**config.mk**
```make
export PLATFORM = sky130hd
export DESIGN_NAME = gmac_unit
export DESIGN_NICKNAME = d
export VERILOG_FILES = /design/src/rtl/gmac_pkg.sv /design/src/rtl/gmac_ctrl.sv /design/src/rtl/gmac_dpath.sv /design/src/rtl/gmac_unit.sv
export SDC_FILE = /design/constraint.sdc
export NUM_CORES = 2
export LEC_CHECK = 0
export ABC_CLOCK_PERIOD_IN_PS = 5000
export BUFFER_PORTS_ARGS = -buffer_cell sky130_fd_sc_hd__buf_2
export CORE_ASPECT_RATIO = 0.5
export CORE_UTILIZATION = 60
export CTS_BUF_LIST = sky130_fd_sc_hd__clkbuf_8
export CTS_CLUSTER_SIZE = 25
export DETAILED_ROUTE_END_ITERATION = 12
export GPL_ROUTABILITY_DRIVEN = 0
export PLACE_DENSITY = 0.82
export SYNTH_ARGS = -nofsm -noshare
export SYNTH_HDL_FRONTEND = slang
export SYNTH_HIERARCHICAL = 1
export SYNTH_SLANG_ARGS = --single-unit
```
**constraint.sdc**
```tcl
create_clock -name clk -period 5 [get_ports clk]
set_input_delay 1 -clock clk [delete_from_list [all_inputs] [get_ports clk]]
set_output_delay 1 -clock clk [all_outputs]
set_load 0.05 [all_outputs]
```
**src/rtl/gmac_pkg.sv**
```systemverilog
package gmac_pkg;

  typedef enum logic [1:0] {
    OP_LOAD   = 2'b00,
    OP_ACCUM  = 2'b01,
    OP_DEDUCT = 2'b10,
    OP_NONE   = 2'b11
  } gmacOp_e;

  // strobes from control to datapath
  typedef struct packed {
    logic wrEn;    // write destination this edge
    logic useAcc;  // add to current destination value
    logic negate;  // subtract product instead of adding
  } gmacCtl_t;

endpackage

```
**src/rtl/gmac_ctrl.sv**
```systemverilog
module gmac_ctrl
  import gmac_pkg::*;
(
  input  logic       cmdValid,
  input  logic [1:0] cmdOp,
  output gmacCtl_t   ctl
);

  always_comb begin
    ctl = '0;
    if (cmdValid) begin
      unique case (gmacOp_e'(cmdOp))
        OP_LOAD:   ctl.wrEn = 1'b1;
        OP_ACCUM:  begin ctl.wrEn = 1'b1; ctl.useAcc = 1'b1; end
        OP_DEDUCT: begin ctl.wrEn = 1'b1; ctl.useAcc = 1'b1; ctl.negate = 1'b1; end
        default:   ctl = '0;
      endcase
    end
  end

endmodule

```
**src/rtl/gmac_dpath.sv**
```systemverilog
module gmac_dpath
  import gmac_pkg::*;
#(
  parameter int OP_W  = 16,
  parameter int GUARD = 8,
  parameter int NREGS = 8,
  localparam int PROD_W = 2 * OP_W,
  localparam int ACC_W  = PROD_W + GUARD,
  localparam int SEL_W  = $clog2(NREGS)
) (
  input  logic              clk,
  input  logic              rstN,
  input  gmacCtl_t          ctl,
  input  logic [SEL_W-1:0]  dstSel,
  input  logic              signA,
  input  logic              signB,
  input  logic              frac,
  input  logic [OP_W-1:0]   opA,
  input  logic [OP_W-1:0]   opB,
  input  logic [SEL_W-1:0]  rdSel,
  output logic [ACC_W-1:0]  rdData,
  output logic              ovfFlag
);

  // operands widened by one bit so a single signed multiplier covers all modes
  logic signed [OP_W:0]       aWide, bWide;
  logic signed [2*OP_W+1:0]   fullProd;
  logic [PROD_W-1:0]          prod;
  logic [ACC_W-1:0]           prodExt, aligned, addend, base, sum;
  logic                       wrapped;
  logic [NREGS-1:0][ACC_W-1:0] regView;

  assign aWide    = {signA & opA[OP_W-1], opA};
  assign bWide    = {signB & opB[OP_W-1], opB};
  assign fullProd = aWide * bWide;
  assign prod     = fullProd[PROD_W-1:0];

  // guard bits: sign copies if any operand is signed, zeros otherwise
  assign prodExt = (signA | signB) ? {{GUARD{prod[PROD_W-1]}}, prod}
                                   : {{GUARD{1'b0}}, prod};

  // fractional shift after widening keeps 0x8000*0x8000 at +1.0
  assign aligned = frac ? {prodExt[ACC_W-2:0], 1'b0} : prodExt;
  assign addend  = ctl.negate ? (~aligned + 1'b1) : aligned;
  assign base    = ctl.useAcc ? regView[dstSel] : '0;
  assign sum     = base + addend;

  assign wrapped = ctl.wrEn & ctl.useAcc &
                   (base[ACC_W-1] == addend[ACC_W-1]) &
                   (sum[ACC_W-1]  != base[ACC_W-1]);

  for (genvar i = 0; i < NREGS; i++) begin : g_reg
    logic [ACC_W-1:0] q;
    always_ff @(posedge clk or negedge rstN) begin
      if (!rstN)                                q <= '0;
      else if (ctl.wrEn && dstSel == SEL_W'(i)) q <= sum;
    end
    assign regView[i] = q;
  end

  always_ff @(posedge clk or negedge rstN) begin
    if (!rstN)        ovfFlag <= 1'b0;
    else if (wrapped) ovfFlag <= 1'b1;
  end

  assign rdData = regView[rdSel];

endmodule

```
**src/rtl/gmac_unit.sv**
```systemverilog
module gmac_unit
  import gmac_pkg::*;
#(
  parameter int OP_W  = 16,
  parameter int GUARD = 8,
  parameter int NREGS = 8,
  localparam int ACC_W = 2 * OP_W + GUARD,
  localparam int SEL_W = $clog2(NREGS)
) (
  input  logic              clk,
  input  logic              rstN,
  input  logic              cmdValid,
  input  logic [1:0]        cmdOp,
  input  logic [SEL_W-1:0]  cmdDst,
  input  logic              cmdSignA,
  input  logic              cmdSignB,
  input  logic              cmdFrac,
  input  logic [OP_W-1:0]   opA,
  input  logic [OP_W-1:0]   opB,
  input  logic [SEL_W-1:0]  rdSel,
  output logic [ACC_W-1:0]  rdData,
  output logic              ovfFlag
);

  gmacCtl_t ctl;

  gmac_ctrl u_ctrl (
    .cmdValid (cmdValid),
    .cmdOp    (cmdOp),
    .ctl      (ctl)
  );

  gmac_dpath #(.OP_W(OP_W), .GUARD(GUARD), .NREGS(NREGS)) u_dpath (
    .clk     (clk),
    .rstN    (rstN),
    .ctl     (ctl),
    .dstSel  (cmdDst),
    .signA   (cmdSignA),
    .signB   (cmdSignB),
    .frac    (cmdFrac),
    .opA     (opA),
    .opB     (opB),
    .rdSel   (rdSel),
    .rdData  (rdData),
    .ovfFlag (ovfFlag)
  );

endmodule

```
After elaboration in Yosys (flattened, before gate mapping). Cells that the tools add are included.

Logic and storage cells: 56. Input port bits: 46. Output and inout bits: 41. Flip-flop bits (word level): 321.

Reduce and logical (&&, ||, !) cells: 12. Eq/ne operators: 11. Mux-type cells: 12. $add $sub $neg: 2. Bitwise operators: 7. $mul: 1. Order comparisons: 2.

Operator list (number): 40-bit binary-select mux with 3-bit select (2); 40-bit two-way mux (6); 40-bit by 1-bit adder with 40-bit output (second input constant) (1); 40-bit adder (1); 40-bit NOT (1); 17-bit by 17-bit multiplier with 32-bit output (1); 3-bit equality test (second input constant) (4); 1-bit logical AND (8); 3-bit by 4-bit less-than comparator with 1-bit output (second input constant) (2); 3-bit by 2-bit equality test with 1-bit output (second input constant) (2); 1-bit AND (5); 3-bit by 1-bit equality test with 1-bit output (second input constant) (1); 3-bit logical NOT (1); 1-bit two-way mux (3); 3-bit two-way mux (1); 3-bit OR reduction (1); 2-bit by 1-bit equality test with 1-bit output (second input constant) (1); 2-bit equality test (second input constant) (1); 2-bit logical NOT (1); 2-bit OR reduction (1); 1-bit equality test (1); 1-bit != test (1); 1-bit OR (1).

Depth between registers and ports, before layout.
Word-level depth: 10. Gate-level depth with buffers: 41. Depth with buffers taken out: 38.

Hierarchy. The synthesis kept the hierarchy.

By module, submodules not included: gmac_dpath (cells each 3165, area each 30778.3 µm², instances 1, sequential area each 8032.7 µm²); gmac_ctrl (cells each 6, area each 52.6 µm², instances 1, sequential area each 0.0 µm²).

Worst setup path after synthesis. OpenSTA, ideal clock, no wires.

Kind: input to register. From: input port cmdSignA. To: register u_dpath.g_reg[5].q[39]. Path buffers: 2. Setup time: 95 ps. Arrival: 9842 ps. Required time: 4905 ps. Path slack: -4937 ps. Stages on the path: 33. Cell sequence: and2_1 -> clkbuf_1 -> nand2_1 -> inv_1 -> fa_1 -> inv_1 -> fa_1 -> inv_1 -> fa_1 -> fa_1 -> fa_1 -> fa_1 -> ha_1 -> a21oi_1 -> o21ai_0 -> a311o_1 -> o311ai_4 -> o31ai_1 -> or3_4 -> or3b_4 -> or4_4 -> o2bb2ai_1 -> a21oi_2 -> ha_1 -> a211oi_1 -> and3_1 -> o2111a_1 -> o21ai_1 -> a311o_1 -> xor2_1 -> and3_1 -> buf_2 -> o31ai_1.

Cells in the longest elaborated chain, start to end: 8. Elaborated cells between the ends (all ways): 9. Classes of those cells: add/sub (2); mul (1); mux (3); bitwise (3).

Ends and longest elaborated chain: start, declared (RTL line gmac_unit.sv:15) `input logic cmdSignA,`; 1-bit AND (RTL line gmac_dpath.sv:33) `assign aWide = {signA & opA[OP_W-1], opA};`; 17-bit by 17-bit multiplier with 32-bit output (RTL line gmac_dpath.sv:35) `assign fullProd = aWide * bWide;`; 40-bit two-way mux * (RTL line gmac_dpath.sv:39) `assign prodExt = (signA | signB) ? {{GUARD{prod[PROD_W-1]}}, prod}`; 40-bit two-way mux * (RTL line gmac_dpath.sv:43) `assign aligned = frac ? {prodExt[ACC_W-2:0], 1'b0} : prodExt;`; 40-bit NOT (RTL line gmac_dpath.sv:44) `assign addend = ctl.negate ? (~aligned + 1'b1) : aligned;`; 40-bit by 1-bit adder with 40-bit output (RTL line gmac_dpath.sv:44); 40-bit two-way mux * (RTL line gmac_dpath.sv:44); 40-bit adder * (RTL line gmac_dpath.sv:46) `assign sum = base + addend;`; end signal, assigned (RTL line gmac_dpath.sv:56) `else if (ctl.wrEn && dstSel == SEL_W'(i)) q <= sum;`; end, declared (RTL line gmac_dpath.sv:53) `logic [ACC_W-1:0] q;`.

Mark *: on every way between the ends. The rest lies on a longest branch, timed or not. A chain may end at the register's enable or synchronous reset.

Worst setup path after layout.
From: input port opA[3]. To: register u_dpath.g_reg[6].q[38].

Cells in the longest elaborated chain, start to end: 7.

Ends and longest elaborated chain: start, declared (RTL line gmac_unit.sv:18) `input logic [OP_W-1:0] opA,`; 17-bit by 17-bit multiplier with 32-bit output * (RTL line gmac_dpath.sv:35); 40-bit two-way mux * (RTL line gmac_dpath.sv:39); 40-bit two-way mux * (RTL line gmac_dpath.sv:43); 40-bit NOT (RTL line gmac_dpath.sv:44); 40-bit by 1-bit adder with 40-bit output (RTL line gmac_dpath.sv:44); 40-bit two-way mux * (RTL line gmac_dpath.sv:44); 40-bit adder * (RTL line gmac_dpath.sv:46); end signal, assigned (RTL line gmac_dpath.sv:56); end, declared (RTL line gmac_dpath.sv:53).

Marks and branches as above.

==> flow_metrics.env <==
export IMPL_status="finished, violations left"
export IMPL_violations="negative setup slack"
export IMPL_max_freq_mhz=100
export IMPL_avgSynthCellArea_um2=9.72
export IMPL_synth_fa_ha_area_share_pct=23.4
export IMPL_setup_violations=289
export IMPL_finalCriticalPeriod_ns=10.0
export IMPL_finalHoldViolCount=0
export IMPL_synth_seq_area_share_pct=26.1
export IMPL_worst_slack_ns=-5.00
export IMPL_grt_first_pass_wirelength_mm=151
export IMPL_critPathArrivalTime_ns=10.46
export IMPL_fillCellCount=2556
export IMPL_synth_area_mm2=0.0308
export IMPL_clockBufferDepth=3
export IMPL_yosys_mux_area_fraction_pct=15.1
export IMPL_grt_overflow=0
export IMPL_synth_compound_area_share_pct=12.0
export IMPL_detail_route_antenna_nets=0
export IMPL_drt_first_iter_violations=4683
export IMPL_grt_usage_pct=36.4
export IMPL_antenna_found_initial=8
export IMPL_postPlaceCellArea_mm2=0.0357
export IMPL_finalWirelength_mm=113
export IMPL_synthDistinctLibCells=93
export IMPL_nNetsFinal=4120
export IMPL_clk_latency_ns=0.65
export IMPL_cts_tree="done"
export IMPL_ys_warn_count=6
export IMPL_core_area_mm2=0.0505
export IMPL_startpoint_type="input pin"
export IMPL_die_area_mm2=0.0524
export IMPL_synth_xor_area_share_pct=2.47
export IMPL_synthArstFlopShare_pct=100
export IMPL_grt_max_degree=131
export IMPL_grt_pass1_vias=29200
export IMPL_cts_root_buffer="clkbuf_8"
export IMPL_seq_area_mm2=0.00803
export IMPL_io_pins=87
export IMPL_cp_data_required_time_ns=5.46
export IMPL_synth_edf_count=0
export IMPL_drv_slew=0
export IMPL_cp_top_family="adder cells"
export IMPL_fin_area_mm2=0.0394
export IMPL_floorplan_rows=58
export IMPL_num_vias=30000
export IMPL_critPathSlowestCell="a21oi_2"
export IMPL_drt_wirelength_per_cell_um=25.7
export IMPL_skew_ns=0.0292
export IMPL_maxCapViolCount=0
export IMPL_worst_pin_slew_ns=1.04
export IMPL_holdWs_ns=0.452
export IMPL_first_pass_iters=8
export IMPL_dp_cells=4235
export IMPL_instances_no_fill=4403
export IMPL_start_util_pct=61.0
export IMPL_drc_errors=0
export IMPL_vias_per_cell=6.81
export IMPL_crit_path_max_fanout=8
export IMPL_period_share_pct=200
export IMPL_drive_gt1_share_pct=35.5
export IMPL_synth_seq_cells=321
export IMPL_synthFlopType="dfrtp_1"
export IMPL_critPathKind="input pin to flip-flop"
export IMPL_hp_class="input pin to asynchronous set/reset pin"
export IMPL_syn_nets=3624
export IMPL_area_delta_synth_final_pct=27.8
export IMPL_cpPeakStageDelay_ns=0.57
export IMPL_syn_inst=3171
export IMPL_clock_sinks=321
export IMPL_synth_top_family_by_area="adder cells"
export IMPL_dp_hpwl_mm=63.5
export IMPL_die_height_um=162
export IMPL_cp_common_cell="inv_1"
export IMPL_slew_headroom_pct=30.9
export IMPL_htreeDepth=2
export IMPL_end_kind="flip-flop"
export IMPL_grt_setup_unrepaired="yes"
export IMPL_multi_input_area_mm2=0.0228
export IMPL_numCtsBuffers=52
export IMPL_die_w_um=323
export IMPL_path_clk_slew_ns=0.07
export IMPL_crit_buf_inv=9
export IMPL_port_buffers=86
export IMPL_synth_simple_area_share_pct=14.6
[flip-flops by register name, summed over array words and instances (netlist names)]
register         count
u_dpath/g.q        320
u_dpath/ovfFlag      1
[layout by cell type, fill, tap and decap left out, types with 14 or more instances in the layout]
cell	count
inv_2	28
nand2_1	509
a21oi_1	46
fa_2	14
and2_1	115
ha_1	102
nand3_1	21
ha_4	20
dfrtp_1	321
xor2_1	27
xnor2_1	36
nand2_2	22
buf_6	53
o21ai_2	94
buf_4	479
o211ai_1	16
mux4_2	160
o21ai_0	197
fa_1	269
nor2_1	68
nor3_1	21
nor2b_1	47
and3_1	19
o21ai_1	73
clkbuf_8	73
a21oi_2	24
mux2_2	52
a21o_1	26
mux2i_1	43
buf_2	58
o21a_1	16
buf_12	25
inv_1	317
[metrics by stage]
stage / utilization, % / setup slack (ns) / TNS [ns]
2_1_floorplan: - / -4.27 / -837.03
3_3_place_gp: 70.7 / -4.74 / -1017.54
3_5_place_dp: 70.7 / -4.99 / -1047.92
4_1_cts: 74.6 / -4.07 / -852.69
5_1_grt: 78.0 / -5.24 / -1009.32
6_report: 78.0 / -5.00 / -953.13
[cell usage after synthesis, drive strengths merged, types with 13 or more instances]
| cell | instances | area [µm²] |
|---|---|---|
| or3 | 15 | 98.8 |
| fa | 283 | 5670 |
| o31ai | 18 | 135 |
| dfrtp | 321 | 8030 |
| xor2 | 39 | 349 |
| a211oi | 17 | 150 |
| mux4 | 160 | 3600 |
| mux2i | 43 | 430 |
| a21oi | 77 | 397 |
| ha | 124 | 1550 |
| nor2b | 52 | 330 |
| nand3 | 31 | 160 |
| o21a | 17 | 128 |
| a21o | 29 | 226 |
| inv | 334 | 1250 |
| clkbuf | 155 | 582 |
| o211ai | 16 | 120 |
| and2 | 126 | 788 |
| mux2 | 54 | 608 |
| nand2 | 541 | 2030 |
| nor3 | 29 | 150 |
| and3 | 25 | 161 |
| xnor2 | 47 | 412 |
| buf | 32 | 135 |
| or2 | 17 | 106 |
| nand2b | 13 | 81.3 |
| nor2 | 78 | 293 |
| o21ai | 369 | 1860 |
[repair_timing]
action	in CTS	in global routing
hold buffers	0	0
pin swaps	38	170
setup buffers	23	46
resized for setup	131	370
cloned	0	2
endpoints found under the setup margin	289	289
[layer usage]
layer,global-route usage [%],part of all wire [%],vias up,wire (µm)
met5,0,0.097,-,110
met3,7.71,14,1009,15500
met2,59.4,45,2895,51000
met4,18.7,8.3,12,9390
met1,46.5,33,14300,36900
li1,-,-,11800,-
[worst paths after layout]
kind	startpoint	end	slack (ns)	depth (start not counted)
min reg2reg	u_dpath/g_reg[5].q[5]$_DFFE_PN0P_	u_dpath/g_reg[5].q[5]$_DFFE_PN0P_	0.50	2
min in group clk	u_dpath/g_reg[5].q[5]$_DFFE_PN0P_	u_dpath/g_reg[5].q[5]$_DFFE_PN0P_	0.50	2
max in group asynchronous	rstN	u_dpath/g_reg[4].q[13]$_DFFE_PN0P_	3.45	2
max	opA[3]	u_dpath/g_reg[6].q[38]$_DFFE_PN0P_	-5.00	39
min	rstN	u_dpath/g_reg[5].q[20]$_DFFE_PN0P_	0.45	1
max reg2reg	u_dpath/g_reg[7].q[0]$_DFFE_PN0P_	u_dpath/g_reg[6].q[38]$_DFFE_PN0P_	-0.36	19
[cell type report]
type                            instances  area share (%)
Multi-Input combinational cell       2328            57.9
Antenna cell                            2          0.0127
Tap cell                              690            2.19
Clock inverter                         25           0.575
Timing Repair Buffer                  629            13.2
Inverter                              335            3.19
Clock buffer                           73            2.55
Sequential cell                       321            20.4
[logic make-up (layout without fill, tap and decap cells)]
family                     count (synthesis)  in the layout
xor gates and xnor gates                  86             86
DFF                                      321            321
AOI/OAI and AO/OA                        618            618
buffers and inverters                    522           1062
and+or+nand+nor                          960            960
other                                      0              2
muxes                                    257            257
adders and majority gates                407            407
[worst register-to-register path, delay by kind of cell, from the launching register on]
| family | cells | cell delay [ns] |
|---|---|---|
| buffers and inverters | 3 | 0.46 |
| xor gates and xnor gates | 1 | 0.19 |
| and+or+nand+nor | 3 | 0.63 |
| DFF | 1 | 0.40 |
| AOI/OAI and AO/OA | 8 | 2.35 |
| muxes | 2 | 0.69 |
| adders and majority gates | 2 | 0.48 |
Power is left out: the tool's default activity adds up to more than one toggle a clock period on the data nets, which glitch-free logic cannot reach.
